`src/rtl/uart_tx_pkg.sv`:
```
package uart_tx_pkg;

  typedef enum logic [2:0] {
    ST_IDLE  = 3'd0,
    ST_START = 3'd1,
    ST_DATA  = 3'd2,
    ST_EXTRA = 3'd3,
    ST_STOP  = 3'd4,
    ST_BREAK = 3'd5,
    ST_MARK  = 3'd6
  } tx_state_e;

  localparam int unsigned MIN_CHAR_BITS = 5;

endpackage

```
`src/rtl/uart_tx_rstsync.sv`:
```
module uart_tx_rstsync #(
  parameter int unsigned STAGES = 2
) (
  input  logic clk,
  input  logic rst_n,
  output logic rst_n_sync_o
);

  logic [STAGES-1:0] sync_q;

  always_ff @(posedge clk or negedge rst_n) begin
    if (!rst_n) begin
      sync_q <= '0;
    end else begin
      sync_q <= {sync_q[STAGES-2:0], 1'b1};
    end
  end

  assign rst_n_sync_o = sync_q[STAGES-1];

endmodule

```
`src/rtl/uart_tx_hold.sv`:
```
module uart_tx_hold #(
  parameter int unsigned DATA_W = 8
) (
  input  logic              clk,
  input  logic              rst_n,
  input  logic              cmd_enable_i,
  input  logic              cmd_disable_i,
  input  logic              cmd_reset_i,
  input  logic              wr_stb_i,
  input  logic [DATA_W-1:0] wr_data_i,
  input  logic              load_i,
  output logic              en_o,
  output logic              full_o,
  output logic [DATA_W-1:0] data_o
);

  logic              en_q, en_nx;
  logic              full_q, full_nx;
  logic [DATA_W-1:0] data_q;
  logic              accept;

  // Writes land only when enabled and the slot is free.
  assign accept = wr_stb_i && en_q && !full_q;

  always_comb begin
    en_nx = en_q;
    if (cmd_reset_i || cmd_disable_i) begin
      en_nx = 1'b0;
    end else if (cmd_enable_i) begin
      en_nx = 1'b1;
    end
  end

  always_comb begin
    full_nx = full_q;
    if (cmd_reset_i) begin
      full_nx = 1'b0;
    end else if (accept) begin
      full_nx = 1'b1;
    end else if (load_i) begin
      full_nx = 1'b0;
    end
  end

  always_ff @(posedge clk or negedge rst_n) begin
    if (!rst_n) begin
      en_q   <= 1'b0;
      full_q <= 1'b0;
    end else begin
      en_q   <= en_nx;
      full_q <= full_nx;
    end
  end

  always_ff @(posedge clk or negedge rst_n) begin
    if (!rst_n) begin
      data_q <= '0;
    end else if (accept) begin
      data_q <= wr_data_i;
    end
  end

  assign en_o   = en_q;
  assign full_o = full_q;
  assign data_o = data_q;

  AST_WR_IGNORED_OFF: assert property (@(posedge clk) disable iff (!rst_n)
    (!en_q && !full_q) |=> !full_q) else $error("write taken while disabled");

  AST_HELD_UNTIL_MOVED: assert property (@(posedge clk) disable iff (!rst_n)
    (full_q && !load_i && !cmd_reset_i) |=> full_q) else $error("held character lost");

endmodule

```
`src/rtl/uart_tx_shifter.sv`:
```
module uart_tx_shifter
  import uart_tx_pkg::*;
#(
  parameter int unsigned DATA_W = 8,
  parameter int unsigned OVS    = 16
) (
  input  logic              clk,
  input  logic              rst_n,
  input  logic              tick_i,
  input  logic              cmd_reset_i,
  input  logic              brk_on_i,
  input  logic              brk_off_i,
  input  logic              hold_full_i,
  input  logic [DATA_W-1:0] hold_data_i,
  input  logic              cts_ok_i,
  input  logic [1:0]        cfg_len_i,
  input  logic              cfg_par_en_i,
  input  logic              cfg_par_odd_i,
  input  logic              cfg_stop2_i,
  input  logic              cfg_mdrop_i,
  input  logic              cfg_addr_i,
  output logic              load_o,
  output logic              idle_o,
  output logic              txd_o
);

  localparam int unsigned CNT_W = (OVS > 1) ? $clog2(OVS) : 1;
  localparam int unsigned IDX_W = (DATA_W > 1) ? $clog2(DATA_W) : 1;
  localparam logic [CNT_W-1:0] CNT_LAST = CNT_W'(OVS - 1);

  tx_state_e         state_q, state_nx;
  logic [CNT_W-1:0]  tcnt_q, tcnt_nx;
  logic [IDX_W-1:0]  bidx_q, bidx_nx;
  logic [DATA_W-1:0] sh_q, sh_nx;
  logic [IDX_W-1:0]  last_q, last_nx;
  logic              hasx_q, hasx_nx;
  logic              xbit_q, xbit_nx;
  logic              stop2_q, stop2_nx;

  logic              bit_end;
  logic              counting;
  logic [IDX_W-1:0]  last_c;
  logic [DATA_W-1:0] mask_c;
  logic              xbit_c;
  logic              load_c;

  assign last_c = IDX_W'(MIN_CHAR_BITS - 1) + IDX_W'(cfg_len_i);

  always_comb begin
    for (int i = 0; i < int'(DATA_W); i++) begin
      mask_c[i] = (i <= int'(last_c));
    end
  end

  assign xbit_c = cfg_mdrop_i ? cfg_addr_i
                              : ((^(hold_data_i & mask_c)) ^ cfg_par_odd_i);

  assign counting = (state_q == ST_START) || (state_q == ST_DATA) ||
                    (state_q == ST_EXTRA) || (state_q == ST_STOP) ||
                    (state_q == ST_MARK);
  assign bit_end  = counting && tick_i && (tcnt_q == CNT_LAST);

  // Next-state logic
  always_comb begin
    state_nx = state_q;
    tcnt_nx  = tcnt_q;
    bidx_nx  = bidx_q;
    sh_nx    = sh_q;
    last_nx  = last_q;
    hasx_nx  = hasx_q;
    xbit_nx  = xbit_q;
    stop2_nx = stop2_q;
    load_c   = 1'b0;

    if (counting && tick_i) begin
      tcnt_nx = bit_end ? '0 : tcnt_q + CNT_W'(1);
    end

    unique case (state_q)
      ST_IDLE: begin
        if (hold_full_i && cts_ok_i) begin
          load_c   = 1'b1;
          state_nx = ST_START;
          tcnt_nx  = '0;
          sh_nx    = hold_data_i;
          last_nx  = last_c;
          hasx_nx  = cfg_mdrop_i || cfg_par_en_i;
          xbit_nx  = xbit_c;
          stop2_nx = cfg_stop2_i;
        end
      end
      ST_START: begin
        if (bit_end) begin
          state_nx = ST_DATA;
          bidx_nx  = '0;
        end
      end
      ST_DATA: begin
        if (bit_end) begin
          sh_nx = sh_q >> 1;
          if (bidx_q == last_q) begin
            state_nx = hasx_q ? ST_EXTRA : ST_STOP;
            bidx_nx  = '0;
          end else begin
            bidx_nx = bidx_q + IDX_W'(1);
          end
        end
      end
      ST_EXTRA: begin
        if (bit_end) begin
          state_nx = ST_STOP;
          bidx_nx  = '0;
        end
      end
      ST_STOP: begin
        if (bit_end) begin
          if (stop2_q && (bidx_q == '0)) begin
            bidx_nx = IDX_W'(1);
          end else begin
            state_nx = ST_IDLE;
          end
        end
      end
      ST_BREAK: begin
        if (brk_off_i) begin
          state_nx = ST_MARK;
          tcnt_nx  = '0;
        end
      end
      ST_MARK: begin
        if (bit_end) begin
          state_nx = ST_IDLE;
        end
      end
      default: state_nx = ST_IDLE;
    endcase

    // Commands override the sequence
    if (cmd_reset_i) begin
      state_nx = ST_IDLE;
      tcnt_nx  = '0;
      load_c   = 1'b0;
    end else if (brk_on_i) begin
      state_nx = ST_BREAK;
      tcnt_nx  = '0;
      load_c   = 1'b0;
    end
  end

  // State registers
  always_ff @(posedge clk or negedge rst_n) begin
    if (!rst_n) begin
      state_q <= ST_IDLE;
      tcnt_q  <= '0;
      bidx_q  <= '0;
    end else begin
      state_q <= state_nx;
      tcnt_q  <= tcnt_nx;
      bidx_q  <= bidx_nx;
    end
  end

  // Frame registers
  always_ff @(posedge clk or negedge rst_n) begin
    if (!rst_n) begin
      sh_q    <= '0;
      last_q  <= '0;
      hasx_q  <= 1'b0;
      xbit_q  <= 1'b0;
      stop2_q <= 1'b0;
    end else begin
      sh_q    <= sh_nx;
      last_q  <= last_nx;
      hasx_q  <= hasx_nx;
      xbit_q  <= xbit_nx;
      stop2_q <= stop2_nx;
    end
  end

  always_comb begin
    unique case (state_q)
      ST_START: txd_o = 1'b0;
      ST_DATA:  txd_o = sh_q[0];
      ST_EXTRA: txd_o = xbit_q;
      ST_BREAK: txd_o = 1'b0;
      default:  txd_o = 1'b1;
    endcase
  end

  assign load_o = load_c;
  assign idle_o = (state_q == ST_IDLE);

  AST_BIT_NEEDS_TICK: assert property (@(posedge clk) disable iff (!rst_n)
    (state_q == ST_START && !tick_i && !cmd_reset_i && !brk_on_i) |=> (state_q == ST_START))
    else $error("bit ended without tick");

  AST_CTS_GATES_START: assert property (@(posedge clk) disable iff (!rst_n)
    (state_q == ST_IDLE && !cts_ok_i) |=> (state_q != ST_START))
    else $error("frame started without clear to send");

  AST_BREAK_HOLDS: assert property (@(posedge clk) disable iff (!rst_n)
    (state_q == ST_BREAK && !cmd_reset_i) |=> (state_q == ST_BREAK || state_q == ST_MARK))
    else $error("break left without guard time");

  AST_RESET_ABORTS: assert property (@(posedge clk) disable iff (!rst_n)
    cmd_reset_i |=> (state_q == ST_IDLE && txd_o))
    else $error("reset did not abort frame");

endmodule

```
`src/rtl/uart_tx_rts.sv`:
```
module uart_tx_rts #(
  parameter int unsigned OVS = 16
) (
  input  logic clk,
  input  logic rst_n,
  input  logic tick_i,
  input  logic cmd_enable_i,
  input  logic cmd_reset_i,
  input  logic auto_i,
  input  logic en_i,
  input  logic drained_i,
  output logic rtsn_o
);

  localparam int unsigned CNT_W = (OVS > 1) ? $clog2(OVS) : 1;
  localparam logic [CNT_W-1:0] CNT_LAST = CNT_W'(OVS - 1);

  logic             req_q, req_nx;
  logic [CNT_W-1:0] cnt_q, cnt_nx;
  logic             releasing;
  logic             expire;

  assign releasing = auto_i && !en_i && drained_i && req_q;
  assign expire    = releasing && tick_i && (cnt_q == CNT_LAST);

  always_comb begin
    cnt_nx = cnt_q;
    if (!releasing) begin
      cnt_nx = '0;
    end else if (tick_i) begin
      cnt_nx = expire ? '0 : cnt_q + CNT_W'(1);
    end
  end

  always_comb begin
    req_nx = req_q;
    if (cmd_reset_i) begin
      req_nx = 1'b0;
    end else if (cmd_enable_i) begin
      req_nx = 1'b1;
    end else if (expire) begin
      req_nx = 1'b0;
    end
  end

  always_ff @(posedge clk or negedge rst_n) begin
    if (!rst_n) begin
      req_q <= 1'b0;
      cnt_q <= '0;
    end else begin
      req_q <= req_nx;
      cnt_q <= cnt_nx;
    end
  end

  assign rtsn_o = !req_q;

  AST_RTS_KEPT_MANUAL: assert property (@(posedge clk) disable iff (!rst_n)
    (req_q && !auto_i && !cmd_reset_i) |=> req_q) else $error("request dropped without auto mode");

  AST_RTS_KEPT_BUSY: assert property (@(posedge clk) disable iff (!rst_n)
    (req_q && !drained_i && !cmd_reset_i) |=> req_q) else $error("request dropped while busy");

endmodule

```
`src/rtl/uart_tx_fc.sv`:
```
module uart_tx_fc #(
  parameter int unsigned DATA_W = 8,
  parameter int unsigned OVS    = 16
) (
  input  logic              clk,
  input  logic              rst_n,
  input  logic              baud_tick_i,
  input  logic              wr_stb_i,
  input  logic [DATA_W-1:0] wr_data_i,
  input  logic              cmd_enable_i,
  input  logic              cmd_disable_i,
  input  logic              cmd_reset_i,
  input  logic              cmd_brk_on_i,
  input  logic              cmd_brk_off_i,
  input  logic [1:0]        cfg_len_i,
  input  logic              cfg_par_en_i,
  input  logic              cfg_par_odd_i,
  input  logic              cfg_stop2_i,
  input  logic              cfg_mdrop_i,
  input  logic              cfg_addr_i,
  input  logic              cfg_cts_en_i,
  input  logic              cfg_rts_auto_i,
  input  logic              ctsn_i,
  output logic              txd_o,
  output logic              rtsn_o,
  output logic              tx_rdy_o,
  output logic              tx_emt_o
);

  logic              rst_n_s;
  logic              en;
  logic              hold_full;
  logic [DATA_W-1:0] hold_data;
  logic              load;
  logic              idle;
  logic              cts_ok;

  uart_tx_rstsync #(.STAGES(2)) u_rst (
    .clk          (clk),
    .rst_n        (rst_n),
    .rst_n_sync_o (rst_n_s)
  );

  uart_tx_hold #(.DATA_W(DATA_W)) u_hold (
    .clk           (clk),
    .rst_n         (rst_n_s),
    .cmd_enable_i  (cmd_enable_i),
    .cmd_disable_i (cmd_disable_i),
    .cmd_reset_i   (cmd_reset_i),
    .wr_stb_i      (wr_stb_i),
    .wr_data_i     (wr_data_i),
    .load_i        (load),
    .en_o          (en),
    .full_o        (hold_full),
    .data_o        (hold_data)
  );

  assign cts_ok = !cfg_cts_en_i || !ctsn_i;

  uart_tx_shifter #(.DATA_W(DATA_W), .OVS(OVS)) u_shift (
    .clk           (clk),
    .rst_n         (rst_n_s),
    .tick_i        (baud_tick_i),
    .cmd_reset_i   (cmd_reset_i),
    .brk_on_i      (cmd_brk_on_i),
    .brk_off_i     (cmd_brk_off_i),
    .hold_full_i   (hold_full),
    .hold_data_i   (hold_data),
    .cts_ok_i      (cts_ok),
    .cfg_len_i     (cfg_len_i),
    .cfg_par_en_i  (cfg_par_en_i),
    .cfg_par_odd_i (cfg_par_odd_i),
    .cfg_stop2_i   (cfg_stop2_i),
    .cfg_mdrop_i   (cfg_mdrop_i),
    .cfg_addr_i    (cfg_addr_i),
    .load_o        (load),
    .idle_o        (idle),
    .txd_o         (txd_o)
  );

  uart_tx_rts #(.OVS(OVS)) u_rts (
    .clk          (clk),
    .rst_n        (rst_n_s),
    .tick_i       (baud_tick_i),
    .cmd_enable_i (cmd_enable_i),
    .cmd_reset_i  (cmd_reset_i),
    .auto_i       (cfg_rts_auto_i),
    .en_i         (en),
    .drained_i    (idle && !hold_full),
    .rtsn_o       (rtsn_o)
  );

  assign tx_rdy_o = en && !hold_full;
  assign tx_emt_o = en && !hold_full && idle;

  AST_WRITE_DROPS_RDY: assert property (@(posedge clk) disable iff (!rst_n_s)
    (wr_stb_i && tx_rdy_o && !cmd_reset_i) |=> !tx_rdy_o) else $error("ready stayed after write");

  AST_WRITE_CLEARS_EMT: assert property (@(posedge clk) disable iff (!rst_n_s)
    (wr_stb_i && tx_emt_o) |=> !tx_emt_o) else $error("empty stayed after write");

endmodule

```
`config.mk`:
```
export PLATFORM = sky130hd
export DESIGN_NAME = uart_tx_fc
export DESIGN_NICKNAME = d
export VERILOG_FILES = /design/src/rtl/uart_tx_pkg.sv /design/src/rtl/uart_tx_rstsync.sv /design/src/rtl/uart_tx_hold.sv /design/src/rtl/uart_tx_shifter.sv /design/src/rtl/uart_tx_rts.sv /design/src/rtl/uart_tx_fc.sv
export SDC_FILE = /design/constraint.sdc
export NUM_CORES = 1
export LEC_CHECK = 0
export BUFFER_PORTS_ARGS = -buffer_cell sky130_fd_sc_hd__buf_4
export CAP_MARGIN = 20
export CORE_UTILIZATION = 45
export CTS_CLUSTER_DIAMETER = 60
export DETAILED_ROUTE_END_ITERATION = 16
export GPL_TIMING_DRIVEN = 0
export PLACE_DENSITY = 0.65
export SKIP_CTS_REPAIR_TIMING = 1
export SLEW_MARGIN = 10
export SYNTH_ARGS = -nofsm -noshare
export SYNTH_HDL_FRONTEND = slang
export SYNTH_HIERARCHICAL = 1
export SYNTH_SLANG_ARGS = --single-unit
```
`constraint.sdc`:
```
create_clock -name clk -period 1.6 [get_ports clk]
set_input_delay 0.16 -clock clk [delete_from_list [all_inputs] [get_ports clk]]
set_output_delay 0.16 -clock clk [all_outputs]
set_load 0.01 [all_outputs]
```
==> impl_metrics.env <==
export IMPL_clock_sinks=41
export IMPL_portBuffers=30
export IMPL_p_total_uw=3010
export IMPL_rsz0062_at_grt="yes"
export IMPL_drtIter0Drc=99
export IMPL_yosysSeqAreaShare_pct=45.4
export IMPL_synth_cells=229
export IMPL_comb_power_share_pct=30.6
export IMPL_num_io_pins=31
export IMPL_p_leak_uw=0.00140
export IMPL_synth_edf_count=0
export IMPL_yosys_most_used_dff="dfrtp_1"
export IMPL_synthArstFlopShare_pct=100
export IMPL_cp_max_fo=5
export IMPL_power_share_sequential_pct=47.7
export IMPL_start_util_pct=47.2
export IMPL_wl_per_cell_um=13.8
export IMPL_clock_skew_ns=0.00428
export IMPL_grt_pass1_vias=1600
export IMPL_reg2reg_setup_slack_ns=-0.22
export IMPL_final_cell_area_sq_um=3000
export IMPL_grt_pass1_wl_um=7560
export IMPL_violations="negative setup slack"
export IMPL_critPathArrivalTime_ns=2.04
export IMPL_switching_share_pct=31.9
export IMPL_cts_root_buf="clkbuf_8"
export IMPL_vias=1851
export IMPL_critical_path_class="reg2reg"
export IMPL_fin_ws_ns=-0.219
export IMPL_status="finished, violations left"
export IMPL_grt_max_degree=33
export IMPL_coreArea_sq_um=4790
export IMPL_clock_power_share_pct=21.7
export IMPL_p_int_uw=2050
export IMPL_final_net_count=319
export IMPL_instances_no_fill=356
export IMPL_drc=0
export IMPL_die_h_um=72.9
export IMPL_ys_ff_latch=41
export IMPL_fmax_ghz=0.550
export IMPL_drt_total_wl_um=4900
export IMPL_placed_cell_area_sq_um=2600
export IMPL_crit_buf_inv=1
export IMPL_finalCriticalPeriod_ns=1.82
export IMPL_numCtsBuffers=5
export IMPL_maxCapViolCount=0
export IMPL_crit_chain="ha_2 > and4_1 > buf_6 > nor3_2 > a211o_1 > or3_4 > a21oi_2"
export IMPL_hpwl_um=3250
export IMPL_crit_path_end_kind="flop"
export IMPL_cts_tree="done"
export IMPL_area_growth_pct=32.5
export IMPL_cp_data_required_time_ns=1.82
export IMPL_dp_worst_setup_slack_ns=-0.261
export IMPL_place_gp_congestion=0.763
export IMPL_yosysWarnings=6
export IMPL_clk_latency_ns=0.29
export IMPL_synthesis_area_sq_um=2260
export IMPL_die_w_um=72.9
export IMPL_drtPass1Iterations=4
export IMPL_grt_usage_pct=18.7
export IMPL_dieArea_sq_um=5310
export IMPL_synth_nets=260
export IMPL_diodes=0
export IMPL_hold_class="in2reg"
export IMPL_synth_avg_cell_area_sq_um=9.87
export IMPL_overflow=0
export IMPL_htree_levels=2
export IMPL_via_per_inst=5.20
export IMPL_fin_util_pct=62.6
export IMPL_postRouteAntennaNets=0
export IMPL_cpPeakStageDelay_ns=0.40
export IMPL_cts_buffer_depth=2
export IMPL_finalMaxSlewViolations=0
export IMPL_slowest_stage="dfrtp_1"
export IMPL_path_clk_slew_ns=0.08
export IMPL_drive_gt1_share_pct=39.8
export IMPL_finalCritPeriodShare_pct=114
export IMPL_rows=25
export IMPL_setup_violations=19
export IMPL_yosysUniqueCellTypes=52
export IMPL_p_per_area_nw_per_um2=1000
export IMPL_dp_cells=327
export IMPL_cp_top_family="simple AND/OR/NAND/NOR gates"
export IMPL_start_kind="flop"
export IMPL_hold_violations=0
export IMPL_ir_worst_vdd_mv=0.690
export IMPL_switching_power_uw=960
export IMPL_antenna_found_initial=0
## cell families (layout without fill, tap and decap cells)
logic type / count (synthesis) / in the layout / share of synthesized area (%)
xor+xnor: 12 / 12 / 4.65
fa+ha+maj: 4 / 4 / 2.21
simple gates: 92 / 92 / 22.6
buf+inv: 16 / 76 / 3.93
other cells: 1 / 1 / 0.166
flops: 41 / 41 / 45.4
compound gates: 44 / 44 / 12.1
mux: 19 / 19 / 8.97
## area by class of cell
cell class                      count  area, sq um
Multi-Input combinational cell    172         1280
Timing Repair Buffer               52          410
Clock buffer                        6         72.6
Tap cell                           67         83.8
Buffer                              8         76.3
Fill cell                         399         1790
Clock inverter                      2         10.0
Sequential cell                    41         1030
Inverter                            8         35.0
## Yosys cell counts, types with 4 or more instances
cell,number,area share (%)
dfrtp_1,41,45
nand2_1,27,4.5
nor2_1,22,3.7
a21oi_1,19,4.2
mux2_2,10,5.0
o21ai_0,10,2.2
mux2i_1,9,4.0
xnor2_1,9,3.5
nand3_1,8,1.8
inv_1,7,1.2
nor3_1,7,1.5
ha_1,4,2.2
nor2b_1,4,1.1
## per-layer routing
| metal | routed length [um] | vias up | global-route usage (%) |
|---|---|---|---|
| met3 | 146 | 4 | 3.73 |
| met5 | 0 | - | 0 |
| met2 | 2390 | 36 | 29.6 |
| met4 | 45 | 0 | 5.88 |
| met1 | 2310 | 893 | 25.9 |
| li1 | - | 918 | - |
## worst register-to-register path, delay by kind of cell, from the launching register on
family / cells / cell delay [ns]
AO/OA/AOI/OAI: 2 / 0.44
AND/OR/NAND/NOR: 3 / 0.59
buffers and inverters: 1 / 0.13
flip-flops: 1 / 0.40
adder cells (fa/ha/maj): 1 / 0.20
## cell usage in the layout (no fill, tap or decap), types with 7 or more instances in the layout
cell type	Yosys	layout
buf_4	3	49
dfrtp_1	41	40
nand2_1	27	26
nor2_1	22	16
a21oi_1	19	12
mux2_2	10	10
mux2i_1	9	9
xnor2_1	9	9
buf_6	2	7
a21oi_2	0	7
nand3_1	8	7
o21ai_0	10	7
## registers in the layout (all words and copies together) (netlist names), 2 cells and up
| signal | cells |
|---|---|
| u_shift/sh_q | 8 |
| u_rts/cnt_q | 4 |
| u_shift/tcnt_q | 4 |
| u_rst/sync_q | 2 |
| u_shift/state_q | 3 |
| u_shift/last_q | 3 |
| u_shift/bidx_q | 3 |
| u_hold/data_o | 8 |
## per-stage QoR
stage | setup TNS (ns) | hold slack, ns
after floorplan | -0.108 | -0.136
after global placement | -6.58 | -0.0570
after detailed placement | -2.17 | -0.0557
after CTS | -2.80 | -0.370
after global routing | -3.02 | 0.0126
final | -1.42 | 0.0229
## final timing paths
path	start	endpoint	depth (start not counted)
max in group asynchronous	u_rst/sync_q[1]	u_shift/stop2_q	1
min	cmd_disable_i	u_hold/en_o	2
max	u_shift/tcnt_q[0]	u_shift/state_q[0]	7
min reg2reg	u_rst/sync_q[1]	u_rts/req_q	0
max reg2reg	u_shift/tcnt_q[0]	u_shift/state_q[0]	7
min in group asynchronous	u_rst/sync_q[1]	u_rts/req_q	0
## power by group through the flow
stage / combinational (uW) / clock [uW] / sequential [uW]
6_report: 920 / 654 / 1440
5_1_grt: 1020 / 706 / 1470
4_1_cts: 770 / 671 / 1420
3_5_place_dp: 767 / 0 / 1440
3_3_place_gp: 729 / 0 / 1450
2_1_floorplan: 578 / 0 / 1400
(Power assumes the default switching activity.)
